File: src/rtl/sess_pkg.sv
`timescale 1ns/1ps
package sess_pkg;
    typedef enum logic [1:0] {
        MODE_STD  = 2'd0,
        MODE_AUTH = 2'd1,
        MODE_ENC  = 2'd2
    } sess_mode_e;
endpackage

File: src/rtl/sess_trial_bank.sv
`timescale 1ns/1ps
// Per-set consecutive-failure counters with a trial limit.
module sess_trial_bank #(
    parameter int N_SETS    = 8,
    parameter int MAX_TRIES = 4,
    localparam int IDX_W    = (N_SETS > 1) ? $clog2(N_SETS) : 1,
    localparam int CNT_W    = $clog2(MAX_TRIES + 1)
) (
    input  logic              clk,
    input  logic              rst_n,
    input  logic              att_go,
    input  logic [IDX_W-1:0]  att_idx,
    input  logic              att_pass,
    output logic              accept,
    output logic [N_SETS-1:0] lock
);
    assign accept = att_go & ~lock[att_idx];

    for (genvar g = 0; g < N_SETS; g++) begin : g_set
        logic [CNT_W-1:0] fails;
        always_ff @(posedge clk or negedge rst_n) begin
            if (!rst_n) begin
                fails <= '0;
            end else if (accept && (att_idx == IDX_W'(g))) begin
                if (att_pass) fails <= '0;
                else          fails <= fails + 1'b1;
            end
        end
        assign lock[g] = (fails == CNT_W'(MAX_TRIES));
    end
endmodule

File: src/rtl/sess_pw_slot.sv
`timescale 1ns/1ps
// The single active password slot.
module sess_pw_slot #(
    parameter int N_PW_SETS = 8,
    localparam int IDX_W    = (N_PW_SETS > 1) ? $clog2(N_PW_SETS) : 1
) (
    input  logic             clk,
    input  logic             rst_n,
    input  logic             clr,
    input  logic             go,
    input  logic [IDX_W-1:0] set_in,
    input  logic             wr_in,
    input  logic             pass,
    output logic             active,
    output logic [IDX_W-1:0] act_set,
    output logic             act_wr
);
    always_ff @(posedge clk or negedge rst_n) begin
        if (!rst_n) begin
            active  <= 1'b0;
            act_set <= '0;
            act_wr  <= 1'b0;
        end else if (clr) begin
            active  <= 1'b0;
        end else if (go) begin
            if (pass) begin
                active  <= 1'b1;
                act_set <= set_in;
                act_wr  <= wr_in;
            end else begin
                active  <= 1'b0;
            end
        end
    end
endmodule

File: src/rtl/sess_mode_fsm.sv
`timescale 1ns/1ps
// Session mode machine: standard / authenticated / encrypted.
module sess_mode_fsm
    import sess_pkg::*;
#(
    parameter int N_KEY_SETS = 4,
    localparam int KEY_W     = (N_KEY_SETS > 1) ? $clog2(N_KEY_SETS) : 1
) (
    input  logic             clk,
    input  logic             rst_n,
    input  logic             sess_rst,
    input  logic             mac_fail,
    input  logic             au_go,
    input  logic [KEY_W-1:0] au_set,
    input  logic             au_pass,
    input  logic             enc_req,
    output sess_mode_e       mode_o,
    output logic [KEY_W-1:0] auth_set
);
    sess_mode_e       st, st_nxt;
    logic [KEY_W-1:0] set_nxt;

    always_ff @(posedge clk or negedge rst_n) begin
        if (!rst_n) begin
            st       <= MODE_STD;
            auth_set <= '0;
        end else begin
            st       <= st_nxt;
            auth_set <= set_nxt;
        end
    end

    always_comb begin
        st_nxt  = st;
        set_nxt = auth_set;
        if (sess_rst) begin
            st_nxt = MODE_STD;                         // T_SESS_RST
        end else if (mac_fail && (st != MODE_STD)) begin
            st_nxt = MODE_STD;                         // T_MAC_DROP
        end else if (au_go) begin
            if (au_pass) begin
                st_nxt  = MODE_AUTH;                   // T_AUTH_OK
                set_nxt = au_set;
            end else begin
                st_nxt  = MODE_STD;                    // T_AUTH_FAIL
            end
        end else begin
            unique case (st)
                MODE_STD:  st_nxt = MODE_STD;
                MODE_AUTH: st_nxt = enc_req ? MODE_ENC : MODE_AUTH;  // T_ENC_ON
                MODE_ENC:  st_nxt = MODE_ENC;
                default:   st_nxt = MODE_STD;
            endcase
        end
    end

    always_comb begin
        mode_o = st;
    end
endmodule

File: src/rtl/sess_access_eval.sv
`timescale 1ns/1ps
// Combinational zone access decision.
module sess_access_eval
    import sess_pkg::*;
#(
    parameter int N_PW_SETS  = 8,
    parameter int N_KEY_SETS = 4,
    localparam int PW_W      = (N_PW_SETS > 1) ? $clog2(N_PW_SETS) : 1,
    localparam int KEY_W     = (N_KEY_SETS > 1) ? $clog2(N_KEY_SETS) : 1
) (
    input  sess_mode_e       mode,
    input  logic             pw_active,
    input  logic [PW_W-1:0]  pw_act_set,
    input  logic             pw_act_wr,
    input  logic [KEY_W-1:0] auth_set,
    input  logic [PW_W-1:0]  q_pw_set,
    input  logic [KEY_W-1:0] q_key_set,
    input  logic             q_rd_pw,
    input  logic             q_wr_pw,
    input  logic             q_auth,
    input  logic             q_enc,
    output logic             rd_ok,
    output logic             wr_ok
);
    logic pw_match, key_match, rd_pw_ok, wr_pw_ok, auth_ok, enc_ok;

    always_comb begin
        pw_match  = pw_active && (pw_act_set == q_pw_set);
        key_match = (auth_set == q_key_set);
        rd_pw_ok  = !q_rd_pw || pw_match;
        wr_pw_ok  = !q_wr_pw || (pw_match && pw_act_wr);
        auth_ok   = !q_auth  || ((mode != MODE_STD) && key_match);
        enc_ok    = !q_enc   || ((mode == MODE_ENC) && key_match);
        rd_ok     = rd_pw_ok && auth_ok && enc_ok;
        wr_ok     = wr_pw_ok && auth_ok && enc_ok;
    end
endmodule

File: src/rtl/sess_priv_tracker.sv
`timescale 1ns/1ps
// Top: session privilege tracker.
module sess_priv_tracker
    import sess_pkg::*;
#(
    parameter int N_PW_SETS  = 8,
    parameter int N_KEY_SETS = 4,
    parameter int MAX_TRIES  = 4,
    localparam int PW_W      = (N_PW_SETS > 1) ? $clog2(N_PW_SETS) : 1,
    localparam int KEY_W     = (N_KEY_SETS > 1) ? $clog2(N_KEY_SETS) : 1
) (
    input  logic                  clk,
    input  logic                  rst_n,
    input  logic                  sess_rst,
    input  logic                  pw_valid,
    input  logic [PW_W-1:0]       pw_set,
    input  logic                  pw_wr,
    input  logic                  pw_pass,
    input  logic                  au_valid,
    input  logic [KEY_W-1:0]      au_set,
    input  logic                  au_pass,
    input  logic                  enc_req,
    input  logic                  mac_fail,
    input  logic [PW_W-1:0]       q_pw_set,
    input  logic [KEY_W-1:0]      q_key_set,
    input  logic                  q_rd_pw,
    input  logic                  q_wr_pw,
    input  logic                  q_auth,
    input  logic                  q_enc,
    output logic [1:0]            mode,
    output logic                  pw_active,
    output logic [PW_W-1:0]       pw_act_set,
    output logic                  pw_act_wr,
    output logic [KEY_W-1:0]      auth_set,
    output logic [N_PW_SETS-1:0]  pw_lock,
    output logic [N_KEY_SETS-1:0] key_lock,
    output logic                  rd_ok,
    output logic                  wr_ok
);
    sess_mode_e mode_q;
    logic       pw_go, pw_acc, au_go, au_acc, mac_drop;

    assign mac_drop = mac_fail && (mode_q != MODE_STD);
    assign pw_go    = pw_valid && !sess_rst;
    assign au_go    = au_valid && !sess_rst && !mac_drop;
    assign mode     = mode_q;

    sess_trial_bank #(.N_SETS(N_PW_SETS), .MAX_TRIES(MAX_TRIES)) pw_bank_i (
        .clk(clk), .rst_n(rst_n), .att_go(pw_go), .att_idx(pw_set),
        .att_pass(pw_pass), .accept(pw_acc), .lock(pw_lock)
    );

    sess_trial_bank #(.N_SETS(N_KEY_SETS), .MAX_TRIES(MAX_TRIES)) key_bank_i (
        .clk(clk), .rst_n(rst_n), .att_go(au_go), .att_idx(au_set),
        .att_pass(au_pass), .accept(au_acc), .lock(key_lock)
    );

    sess_pw_slot #(.N_PW_SETS(N_PW_SETS)) slot_i (
        .clk(clk), .rst_n(rst_n), .clr(sess_rst), .go(pw_acc),
        .set_in(pw_set), .wr_in(pw_wr), .pass(pw_pass),
        .active(pw_active), .act_set(pw_act_set), .act_wr(pw_act_wr)
    );

    sess_mode_fsm #(.N_KEY_SETS(N_KEY_SETS)) fsm_i (
        .clk(clk), .rst_n(rst_n), .sess_rst(sess_rst), .mac_fail(mac_fail),
        .au_go(au_acc), .au_set(au_set), .au_pass(au_pass), .enc_req(enc_req),
        .mode_o(mode_q), .auth_set(auth_set)
    );

    sess_access_eval #(.N_PW_SETS(N_PW_SETS), .N_KEY_SETS(N_KEY_SETS)) eval_i (
        .mode(mode_q), .pw_active(pw_active), .pw_act_set(pw_act_set),
        .pw_act_wr(pw_act_wr), .auth_set(auth_set), .q_pw_set(q_pw_set),
        .q_key_set(q_key_set), .q_rd_pw(q_rd_pw), .q_wr_pw(q_wr_pw),
        .q_auth(q_auth), .q_enc(q_enc), .rd_ok(rd_ok), .wr_ok(wr_ok)
    );
endmodule

File: config.mk
export PLATFORM = sky130hd
export DESIGN_NAME = sess_priv_tracker
export DESIGN_NICKNAME = d
export VERILOG_FILES = /design/src/rtl/sess_pkg.sv /design/src/rtl/sess_trial_bank.sv /design/src/rtl/sess_pw_slot.sv /design/src/rtl/sess_mode_fsm.sv /design/src/rtl/sess_access_eval.sv /design/src/rtl/sess_priv_tracker.sv
export SDC_FILE = /design/constraint.sdc
export NUM_CORES = 1
export LEC_CHECK = 0
export ABC_CLOCK_PERIOD_IN_PS = 2140
export BUFFER_PORTS_ARGS = -buffer_cell sky130_fd_sc_hd__buf_2
export CELL_PAD_IN_SITES_DETAIL_PLACEMENT = 1
export CELL_PAD_IN_SITES_GLOBAL_PLACEMENT = 1
export CORE_UTILIZATION = 37
export CTS_CLUSTER_DIAMETER = 150
export DETAILED_ROUTE_END_ITERATION = 6
export PLACE_DENSITY_LB_ADDON = 0.1
export SLEW_MARGIN = 15
export SYNTH_ARGS = -nofsm -noshare
export SYNTH_HDL_FRONTEND = slang
export SYNTH_SLANG_ARGS = --single-unit
File: constraint.sdc
create_clock -name clk -period 2.14 [get_ports clk]
set_clock_uncertainty 0.15 [all_clocks]
set_input_delay 0.321 -clock clk [delete_from_list [all_inputs] [get_ports clk]]
set_output_delay 0.321 -clock clk [all_outputs]
set_load 0.05 [all_outputs]
== Yosys cells after proc, flatten, opt, wreduce, memory -nomap -nowiden ==
Index checks and enable logic that the tools add are counted.

* Muxes and demuxes: 25
* Add/subtract/negate cells: 12
* $lt $le $gt $ge: 2
* Reduce and logical (&&, ||, !) cells: 40
* Bitwise logic cells: 6
* Equality and inequality tests: 26

{| class="wikitable"
|+ Operators with widths
! operator !! number
|-
| == test 3 bit (second input constant) || 16
|-
| adder 3 x 1 -> 3 bit (second input constant) || 12
|-
| 2-to-1 mux 3 bit || 12
|-
| logical AND 1 bit || 24
|-
| 2-to-1 mux 2 bit || 4
|-
| == test 2 bit (second input constant) || 3
|-
| == test 3 x 2 -> 1 bit (second input constant) || 2
|-
| logical NOT 1 bit || 6
|-
| 2-to-1 mux 1 bit || 6
|-
| == test 2 x 1 -> 1 bit (second input constant) || 2
|-
| logical OR 1 bit || 4
|-
| < comparator 3 x 4 -> 1 bit (second input constant) || 1
|-
| NOT 1 bit || 4
|-
| one-hot mux 2 bit (2 select lines) || 1
|-
| AND reduction 4 bit || 1
|-
| nonzero test 2 bit || 2
|-
| binary-select mux 1 bit (select 3 bit) || 1
|-
| == test 3 x 1 -> 1 bit (second input constant) || 1
|-
| == test 3 bit || 1
|-
| logical NOT 3 bit || 1
|-
| < comparator 2 x 3 -> 1 bit (second input constant) || 1
|-
| AND reduction 3 bit || 1
|-
| AND 1 bit || 2
|-
| binary-select mux 1 bit (select 2 bit) || 1
|-
| other kinds (2) || 2
|}

* Output and inout bits: 23
* Logic and storage cells: 128
* Flip-flop bits (word level): 45
* Input port bits: 24

== Depth between registers and ports, before layout ==
Gate-level depths: netlist of the first run.

* Word-level depth: 8
* Depth in mapped cells: 7
* Gate-level depth less buffers: 7

== By module ==
Synthesis of the first run repeated with hierarchy kept, for this count alone.

* Cells, all modules: 305
* Area total of the unflattened synthesis: 2971.6 µm²

{| class="wikitable"
|+ By module, submodules not included
! module !! cells an instance !! times used !! seq. area each (µm²) !! area an instance (µm²)
|-
| sess_trial_bank at pw_bank_i || 167 || 1 || 600.6 || 1554.0
|-
| sess_trial_bank at key_bank_i || 90 || 1 || 300.3 || 845.8
|-
| sess_mode_fsm || 19 || 1 || 100.1 || 236.5
|-
| sess_pw_slot || 12 || 1 || 125.1 || 219.0
|-
| sess_access_eval || 14 || 1 || 0.0 || 96.3
|-
| sess_priv_tracker || 3 || 1 || 0.0 || 20.0
|}

== Worst setup path before layout of the first run ==
No wires, ideal clock.

* Path type: reg2out
* Start: register fsm_i.st[0], in the netlist fsm_i.mode_o[0]
* End: output port rd_ok
* Setup slack: -0.428 ns
* Stages on the path, launching flop included: 7
* Path buffers: 0
* Data required time: 1.669 ns
* Arrival time: 2.097 ns
* Cell sequence: dfrtp_1 inv_1 ha_1 inv_1 nand3_1 a22o_1 a21oi_1

* Longest elaborated chain between the ends: 5
* Elaborated cells on any way between the ends: 8
* Those cells by class: eq/ne (1); reduce/logical (7)

{| class="wikitable"
|+ RTL lines
! element !! line !! text
|-
| from (decl) || sess_mode_fsm.sv:20 || <nowiki>sess_mode_e st, st_nxt;</nowiki>
|-
| from (signal assigned) || sess_mode_fsm.sv:28 || <nowiki>st <= st_nxt;</nowiki>
|-
| nonzero test 2 bit || sess_access_eval.sv:32 || <nowiki>auth_ok = !q_auth || ((mode != MODE_STD) && key_match);</nowiki>
|-
| logical AND 1 bit || sess_access_eval.sv:32 ||
|-
| logical OR 1 bit || sess_access_eval.sv:32 ||
|-
| logical AND 1 bit || sess_access_eval.sv:34 || <nowiki>rd_ok = rd_pw_ok && auth_ok && enc_ok;</nowiki>
|-
| logical AND 1 bit * || sess_access_eval.sv:34 ||
|-
| to (decl) || sess_priv_tracker.sv:37 || <nowiki>output logic rd_ok,</nowiki>
|}

Every way passes the cells marked *; elsewhere a longest branch is shown, timed or not.

== Worst setup path in the final report of the first run ==
Ends and elaborated chain as after synthesis.

==> metrics.log, run 1 <==
INFO  metric outcome = completed
INFO  metric period_minus_slack = 2.09 ns
INFO  metric synth.ff_latch_count = 45
INFO  metric vdd.ir_drop.worst = 431 uV
INFO  metric critical_path.startpoint = fsm_i.mode_o[0]
INFO  metric detail_route.iter0.violations = 29
INFO  metric grt.total_usage = 0.179
INFO  metric place_hpwl = 4.89 mm
INFO  metric ys_dominant_reg_cell = dfrtp_1
INFO  metric timing.final.hold_violations = 0
INFO  metric synth-warning-count = 0
INFO  metric cp_slowest_stage_delay = 0.41 ns
INFO  metric drcViolationCount = 0
INFO  metric drive_gt1_frac = 0.261
INFO  metric finalWeightedCongestion = 0.687
INFO  metric distinct_cell_type_count_after_synthesis = 39
INFO  metric worst_slew_margin_rel = 0.794
INFO  metric placement_rows = 31
INFO  metric maxCapViolCount = 0
INFO  metric route.detailed.wl_per_inst = 14.2 um
INFO  metric slowest_stage = dfrtp_2
INFO  metric grt_first_pass_wirelength = approximately 11 mm
INFO  metric power.density = between 900 and 1000 nW/um^2
INFO  metric pwr-share-seq = 0.382
INFO  metric crit_start_category = flip-flop
INFO  metric clock_sink_count = 45
INFO  metric switching_share = 0.430
INFO  metric min-delay-start = pw_wr
INFO  metric library_cell_with_the_largest_summed_area_after_synthesis = dfrtp_1
INFO  metric cellLeakagePower = approximately 1.7 nW
INFO  metric timing.critical_path.cells = inv_4, ha_4, inv_2, nand3_1, a22o_4, a21oi_4, buf_6
INFO  metric clock.fmax = 479 MHz
INFO  metric postSynthNetCount = 349
INFO  metric grt_pass1_vias = 2,349
INFO  metric antenna-diode-count = 0
INFO  metric finalWirelength = 6.53 mm
INFO  metric initial_util = 0.381
INFO  metric clk_transition_reported_paths = 0.08 ns
INFO  metric areaGrowthSynthToFinish = 24.7%
INFO  metric nNetsFinal = 411
INFO  metric ys_top_cells_by_area = dfrtp_1, ha_1, inv_1
INFO  metric synth_top_area_share = 0.410
INFO  metric dr_total_vias = 2,278
INFO  metric final_instance_count_excl_fillers = 459
INFO  metric detail_route.vias_per_cell = 4.96
INFO  metric gr-total-overflow = 0
INFO  metric boundaryPins = 47
INFO  metric layout_worst_path_cycle_share = 0.975
INFO  metric worst_skew_pair.late_latency = 0.30 ns
INFO  metric cts_root_buffer = clkbuf_8
INFO  metric grt_antenna_before_repair = 0
INFO  metric p_comb_frac = 0.416
INFO  metric unrepaired_setup_endpoints_after_global_routing = yes
INFO  metric worstSetupEndpointType = primary output
INFO  metric syn-mean-instance-area = 9.21 um^2
INFO  metric setup.worst_path.class = reg2out
INFO  metric layout.cells.most_common_list = buf_2, dfrtp_1, nand2_1
INFO  metric clk_path_buf_depth = 2
INFO  metric gate_count_post_synth = 298
INFO  metric layout.cells.most_common = buf_2
INFO  metric hold_path.class = in2reg
INFO  metric cts_htree_levels = 2
INFO  metric setup_viol = 0
INFO  metric numPortBuffers = 46
INFO  metric synth_sequential_area_ratio = 0.410
INFO  metric chipHeight = 88.1 um
INFO  metric cell_area_after_placement = around 3200 um^2
INFO  metric route.antenna.remaining_nets = 0
INFO  metric pwr-share-clk = 0.202
INFO  metric first_pass_iters = 4
INFO  metric die_area = 7770 um^2
INFO  metric async_reset_ff_frac = 1.00
INFO  metric die_width = ~88 um
INFO  metric synth_edf_count = 0
INFO  metric worst_slew_pin_slew = 0.305 ns
INFO  metric timing.critical_path.required = 1.67 ns
INFO  metric reg2reg_from = fsm_i.mode_o[0]
INFO  metric final_design_area_no_fill = between 3000 and 4000 um^2
INFO  metric arrival_time_reported_for_the_critical_path_endpoint = 1.61 ns
INFO  metric pin_count_of_the_biggest_net_entering_global_routing = 46
INFO  metric critPathMaxFanout = 3
INFO  metric final.fill_count = 874
INFO  metric p_switching = 0.00137 W
INFO  metric placed_cells_incl_taps = 447
INFO  metric cts_tree = done
INFO  metric p_int = 0.00181 W
INFO  metric floorplan.core_area = 7210 um^2
INFO  metric final_max_slew_viol_count = 0
INFO  metric cts_inserted_buffers = 5
INFO  metric syn-cell-area = roughly 2700 um^2
-- what timing repair did --
item | in CTS | in global routing
endpoints found under the hold margin | 45 | 0
buffers inserted | 1 | 3
setup endpoints to repair | 2 | 7
gates resized for setup | 4 | 12
pin swaps | 2 | 3
hold buffers | 1 | 0
-- registers in the layout (all words and copies together), names as in the netlist --
signal                  flops
pw_bank_i.g_set.fails      24
key_bank_i.g_set.fails     12
slot_i.act_set              3
fsm_i.auth_set              2
fsm_i.mode_o                2
slot_i.act_wr               1
slot_i.active               1
-- final timing paths --
path | to | slack, ns | cells past startpoint
worst max-delay path | rd_ok | 0.05 | 7
worst min-delay path | slot_i.act_wr | 0.10 | 2
worst max register to register | key_bank_i.g_set[0].fails[2] | 0.06 | 8
worst min register to register | key_bank_i.g_set[2].fails[1] | 0.37 | 2
max in group asynchronous | fsm_i.mode_o[1] | 1.19 | 3
min in group asynchronous | pw_bank_i.g_set[4].fails[1] | 0.37 | 3
-- synthesized netlist by cell type (2+ instances only) --
library cell   n
xnor2_1        5
o21ai_1       19
a21oi_1        9
mux2_1         3
dfrtp_1       45
nand4_1        3
o21ai_0       14
a21o_1        10
or4b_1         2
nor3_1        10
and2_1         9
mux2_2         4
nand3_1        8
clkbuf_1       6
nand2_1       34
mux2i_1        7
nand2b_1      14
nand4b_1       2
nor2_1        13
inv_1         35
ha_1          27
or2_0          2
-- per-stage QoR --
step           utilization  hold WS (ns)  setup TNS, ns  worst slack [ns]  power, W
2_1_floorplan            -        -0.125       -0.00114         -0.000570   0.00215
3_3_place_gp         0.444         0.183              0            0.0778   0.00248
3_5_place_dp         0.444         0.181              0            0.0578   0.00253
4_1_cts              0.462        0.0958              0            0.0182   0.00318
5_1_grt              0.475         0.109        -0.0787           -0.0422   0.00342
6_report             0.475         0.104              0            0.0542   0.00318
-- power by group through the flow --
| stage | registers [W] | logic (W) | clock network [W] |
|---|---|---|---|
| 6_report | 0.00121 | 0.00132 | 0.000641 |
| 5_1_grt | 0.00125 | 0.00148 | 0.000691 |
| 4_1_cts | 0.00120 | 0.00132 | 0.000663 |
| 3_5_place_dp | 0.00122 | 0.00130 | 0 |
| 3_3_place_gp | 0.00121 | 0.00127 | 0 |
| 2_1_floorplan | 0.00135 | 0.000796 | 0 |
-- kinds of logic after synthesis --
kind of cell | synth area share
muxes | 0.0542
xor gates and xnor gates | 0.0160
adders and majority gates | 0.123
and+or+nand+nor | 0.201
buffers and inverters | 0.0561
AOI/OAI and AO/OA | 0.139
DFF | 0.410
-- worst max-delay path, delay by kind of cell (launching register included) --
family          cells  cell delay, ns
fa+ha+maj           1            0.15
compound gates      2            0.36
buf+inv             3            0.31
flops               1            0.41
simple gates        1            0.09
-- metal layers --
metal	track usage	routed length [um]	part of all wire
met4	0.0440	70	0.011
met1	0.221	3000	0.46
met3	0.0547	313	0.048
met2	0.307	3140	0.48
met5	0	0	0
-- area by class of cell --
cell class	count	area (um^2)	share of cell area
Tap cell	99	124	0.0362
Clock inverter	2	35.0	0.0102
Multi-Input combinational cell	212	1560	0.457
Sequential cell	45	1130	0.330
Timing Repair Buffer	61	370	0.108
Clock buffer	5	68.8	0.0201
Inverter	35	134	0.0391
Note: power is estimated with default switching activity, not from simulation.
==> run 2, diff against run 1 <==
--- a/config.mk
+++ b/config.mk
@@ -9,11 +9,11 @@
 export BUFFER_PORTS_ARGS = -buffer_cell sky130_fd_sc_hd__buf_2
 export CELL_PAD_IN_SITES_DETAIL_PLACEMENT = 1
 export CELL_PAD_IN_SITES_GLOBAL_PLACEMENT = 1
-export CORE_UTILIZATION = 37
+export CORE_UTILIZATION = 43
 export CTS_CLUSTER_DIAMETER = 150
 export DETAILED_ROUTE_END_ITERATION = 6
-export PLACE_DENSITY_LB_ADDON = 0.1
-export SLEW_MARGIN = 15
+export PLACE_DENSITY_LB_ADDON = 0.05
+export SLEW_MARGIN = 20
 export SYNTH_ARGS = -nofsm -noshare
 export SYNTH_HDL_FRONTEND = slang
 export SYNTH_SLANG_ARGS = --single-unit
==> run 2 against run 1 <==
  * Non-clock buffer count fell by 1
  * Design area fell by 2.4%
  * Final cell count fell by 5.2%
  * Sequential power barely moved
  * Via count rose by 0.75%
  * Die area fell by 14%
  * Routed wire length fell by 1.7%
  * Critical endpoint unchanged
  * Clock-buffer cell count did not move
  * Register-to-register slack barely moved
  * First-iteration DRC count rose to 2.9 times the previous value
  * Combinational power barely moved
  * Clock power fell by 17%
==> metrics.log, run 2 (synthesis results as in run 1) <==
INFO  metric setup.worst_path.class = reg2out (unchanged)
INFO  metric reg2reg_from = fsm_i.mode_o[1] (was fsm_i.mode_o[0])
INFO  metric layout.cells.most_common_list = buf_2, dfrtp_1, nand2_1 (unchanged)
INFO  metric grt_antenna_before_repair = 0 (unchanged)
INFO  metric grt.total_usage = 0.209 (was 0.179)
INFO  metric layout.cells.most_common = buf_2 (unchanged)
INFO  metric setup_viol = 0 (unchanged)
INFO  metric die_area = 6710 um^2 (was 7770 um^2)
INFO  metric min_delay_worst_endpoint = slot_i.act_wr (unchanged)
INFO  metric pin_count_of_the_biggest_net_entering_global_routing = 21 (was 46)
INFO  metric clock_sink_count = 45 (unchanged)
INFO  metric setup_ws = 0.0345 ns (was 0.0542 ns)
INFO  metric drive_gt1_frac = 0.261 (unchanged)
INFO  metric timing.hold.worst_path_depth = 2 (unchanged)
INFO  metric floorplan.core_area = 6030 um^2 (was 7210 um^2)
INFO  metric worst_slew_margin_rel = 0.700 (was 0.794)
INFO  metric cell_area_after_placement = 3150 um^2 (was 3200 um^2)
INFO  metric finalPower = 0.00304 W (was 0.00318 W)
INFO  metric die_width = 81.9 um (was 88.1 um)
INFO  metric clk_transition_reported_paths = 0.08 ns (about the same)
INFO  metric worst_skew_pair.late_latency = 0.30 ns (about the same)
INFO  metric chipHeight = 81.9 um (was 88.1 um)
INFO  metric grt_first_pass_wirelength = 10.7 mm (about the same)
INFO  metric crit_start_category = flip-flop (unchanged)
INFO  metric worstSetupEndpointType = primary output (unchanged)
INFO  metric clk_path_buf_depth = 2 (unchanged)
INFO  metric setup_tns = 0 ns (unchanged)
INFO  metric route.detailed.wl_per_inst = 14.7 um (was 14.2 um)
INFO  metric boundaryPins = 47 (unchanged)
INFO  metric cellLeakagePower = 1.64 nW (was 1.67 nW)
INFO  metric layout_worst_path_cycle_share = 0.984 (was 0.975)
INFO  metric antenna-diode-count = 0 (unchanged)
INFO  metric gr-total-overflow = 0 (unchanged)
INFO  metric detail_route.iter0.violations = 85 (was 29)
INFO  metric maxCapViolCount = 0 (unchanged)
INFO  metric cts_htree_levels = 2 (unchanged)
INFO  metric depth_of_the_worst_register_to_register_path = 7 (was 8)
INFO  metric flip_flop_count_of_the_largest_register_after_layout = 24 (unchanged)
INFO  metric arrival_time_reported_for_the_critical_path_endpoint = 1.63 ns (was 1.61 ns)
INFO  metric grt_pass1_vias = 2,305 (was 2,349)
INFO  metric route.antenna.remaining_nets = 0 (unchanged)
INFO  metric critPathMaxFanout = 2 (was 3)
INFO  metric final_design_area_no_fill = 3340 um^2 (was 3420 um^2)
INFO  metric outcome = completed (unchanged)
INFO  metric cts_root_buffer = clkbuf_8 (unchanged)
INFO  metric cts_inserted_buffers = 5 (unchanged)
INFO  metric final_max_slew_viol_count = 0 (unchanged)
INFO  metric hold_path.class = in2reg (unchanged)
INFO  metric finalWirelength = 6.41 mm (was 6.53 mm)
INFO  metric min-delay-start = pw_wr (unchanged)
INFO  metric nNetsFinal = 410 (was 411)
INFO  metric top_register = pw_bank_i.g_set.fails (unchanged)
INFO  metric cts_tree = done (unchanged)
INFO  metric dr_total_vias = 2,295 (was 2,278)
INFO  metric worst_slew_pin_slew = 0.450 ns (was 0.305 ns)
INFO  metric power.density = 910 nW/um^2 (was 928 nW/um^2)
INFO  metric regToRegSetupSlack = 0.07 ns (was 0.06 ns)
INFO  metric areaGrowthSynthToFinish = 21.7% (was 24.7%)
INFO  metric drcViolationCount = 0 (unchanged)
INFO  metric first_pass_iters = 4 (unchanged)
INFO  metric end_of_the_worst_register_to_register_path = key_bank_i.g_set[0].fails[0] (was key_bank_i.g_set[0].fails[2])
INFO  metric numPortBuffers = 46 (unchanged)
INFO  metric finalWeightedCongestion = 0.677 (was 0.687)
INFO  metric clock.fmax = 475 MHz (was 479 MHz)
INFO  metric detail_route.vias_per_cell = 5.28 (was 4.96)
INFO  metric vdd.ir_drop.worst = 454 uV (was 431 uV)
INFO  metric timing.final.hold_violations = 0 (unchanged)
INFO  metric final.fill_count = 739 (was 874)
INFO  metric layout_top_registers = pw_bank_i.g_set.fails x24, key_bank_i.g_set.fails x12, slot_i.act_set x3 (unchanged)
INFO  metric pre_cts_ws = 0.0712 ns (was 0.0578 ns)
INFO  metric place_hpwl = 4.84 mm (was 4.89 mm)
INFO  metric period_minus_slack = 2.11 ns (was 2.09 ns)
INFO  metric initial_util = 0.456 (was 0.381)
INFO  metric placement_rows = 28 (was 31)
INFO  metric unrepaired_setup_endpoints_after_global_routing = yes (unchanged)
INFO  metric timing.critical_path.required = 1.67 ns (about the same)
-- run 2: changes by cell type in the layout (fill, tap and decap cells not counted), sizes merged --
cell      change
clkinv        +1
buf           -1
bufinv        -1
clkinvlp      +1
-- run 2: power by group --
| part | internal, W | leakage [nW] | total (W) | switching [W] |
|---|---|---|---|---|
| Sequential | 0.00102 | 0.553 | 0.00119 | 0.000166 |
| Clock | 0.000226 | 0.0439 | 0.000535 | 0.000309 |
| Combinational | 0.000436 | 1.04 | 0.00131 | 0.000879 |
| Total | 0.00169 | 1.64 | 0.00304 | 0.00135 |
-- run 2: area by class of cell --
| class | instances | area, um^2 | share of cell area |
|---|---|---|---|
| clock inverters | 3 | 17.5 | 0.00524 |
| well taps | 75 | 93.8 | 0.0281 |
| clock buffers | 5 | 68.8 | 0.0206 |
| flip-flops and latches | 45 | 1130 | 0.338 |
| multi-input cells | 212 | 1550 | 0.463 |
| repair buffers | 60 | 354 | 0.106 |
| inverters | 35 | 131 | 0.0393 |
-- run 2: timing repair --
item                                   4_1_cts  5_1_grt
setup endpoints to repair                    2        8
setup buffers                                1        3
endpoints found under the hold margin       18        0
resized for setup                            8        8
pin swaps                                    1        1
hold buffers                                 1        0
-- run 2: worst max path at each step --
stage                                            start  depth (start not counted)  slack (ns)                            to
after global placement    key_bank_i.g_set[0].fails[0]                          7        0.10             fsm_i.auth_set[1]
final                                  fsm_i.mode_o[0]                          6        0.03                         rd_ok
after CTS                              fsm_i.mode_o[0]                          6        0.03                         rd_ok
after global routing      key_bank_i.g_set[0].fails[1]                          7       -0.03             fsm_i.auth_set[1]
after detailed placement  key_bank_i.g_set[0].fails[0]                          7        0.07             fsm_i.auth_set[1]
after floorplan                        fsm_i.mode_o[1]                          7     -0.0006  key_bank_i.g_set[0].fails[0]
-- run 2: worst max-delay path, stage by stage (launching register included) --
cell and delay (ns):
dfrtp_2 0.42, inv_2 0.08, ha_2 0.19, nand3_2 0.08, a22o_4 0.28, a21oi_4 0.13
buf_8 0.16
-- run 2: metal layers --
| layer | wire (um) | GRT usage | part of all wire |
|---|---|---|---|
| met3 | 180 | 0.0378 | 0.028 |
| met5 | 0 | 0 | 0 |
| met2 | 3400 | 0.378 | 0.53 |
| met4 | 102 | 0.0702 | 0.016 |
| met1 | 2730 | 0.246 | 0.43 |
-- run 2: metrics by stage --
step | hold WS (ns) | instances | util
global placement | 0.141 | 422 | 0.523
global route | 0.0744 | 435 | 0.554
finish | 0.0750 | 435 | 0.554
detailed placement | 0.148 | 422 | 0.523
floorplan | -0.125 | 298 | -
CTS | 0.0650 | 432 | 0.547
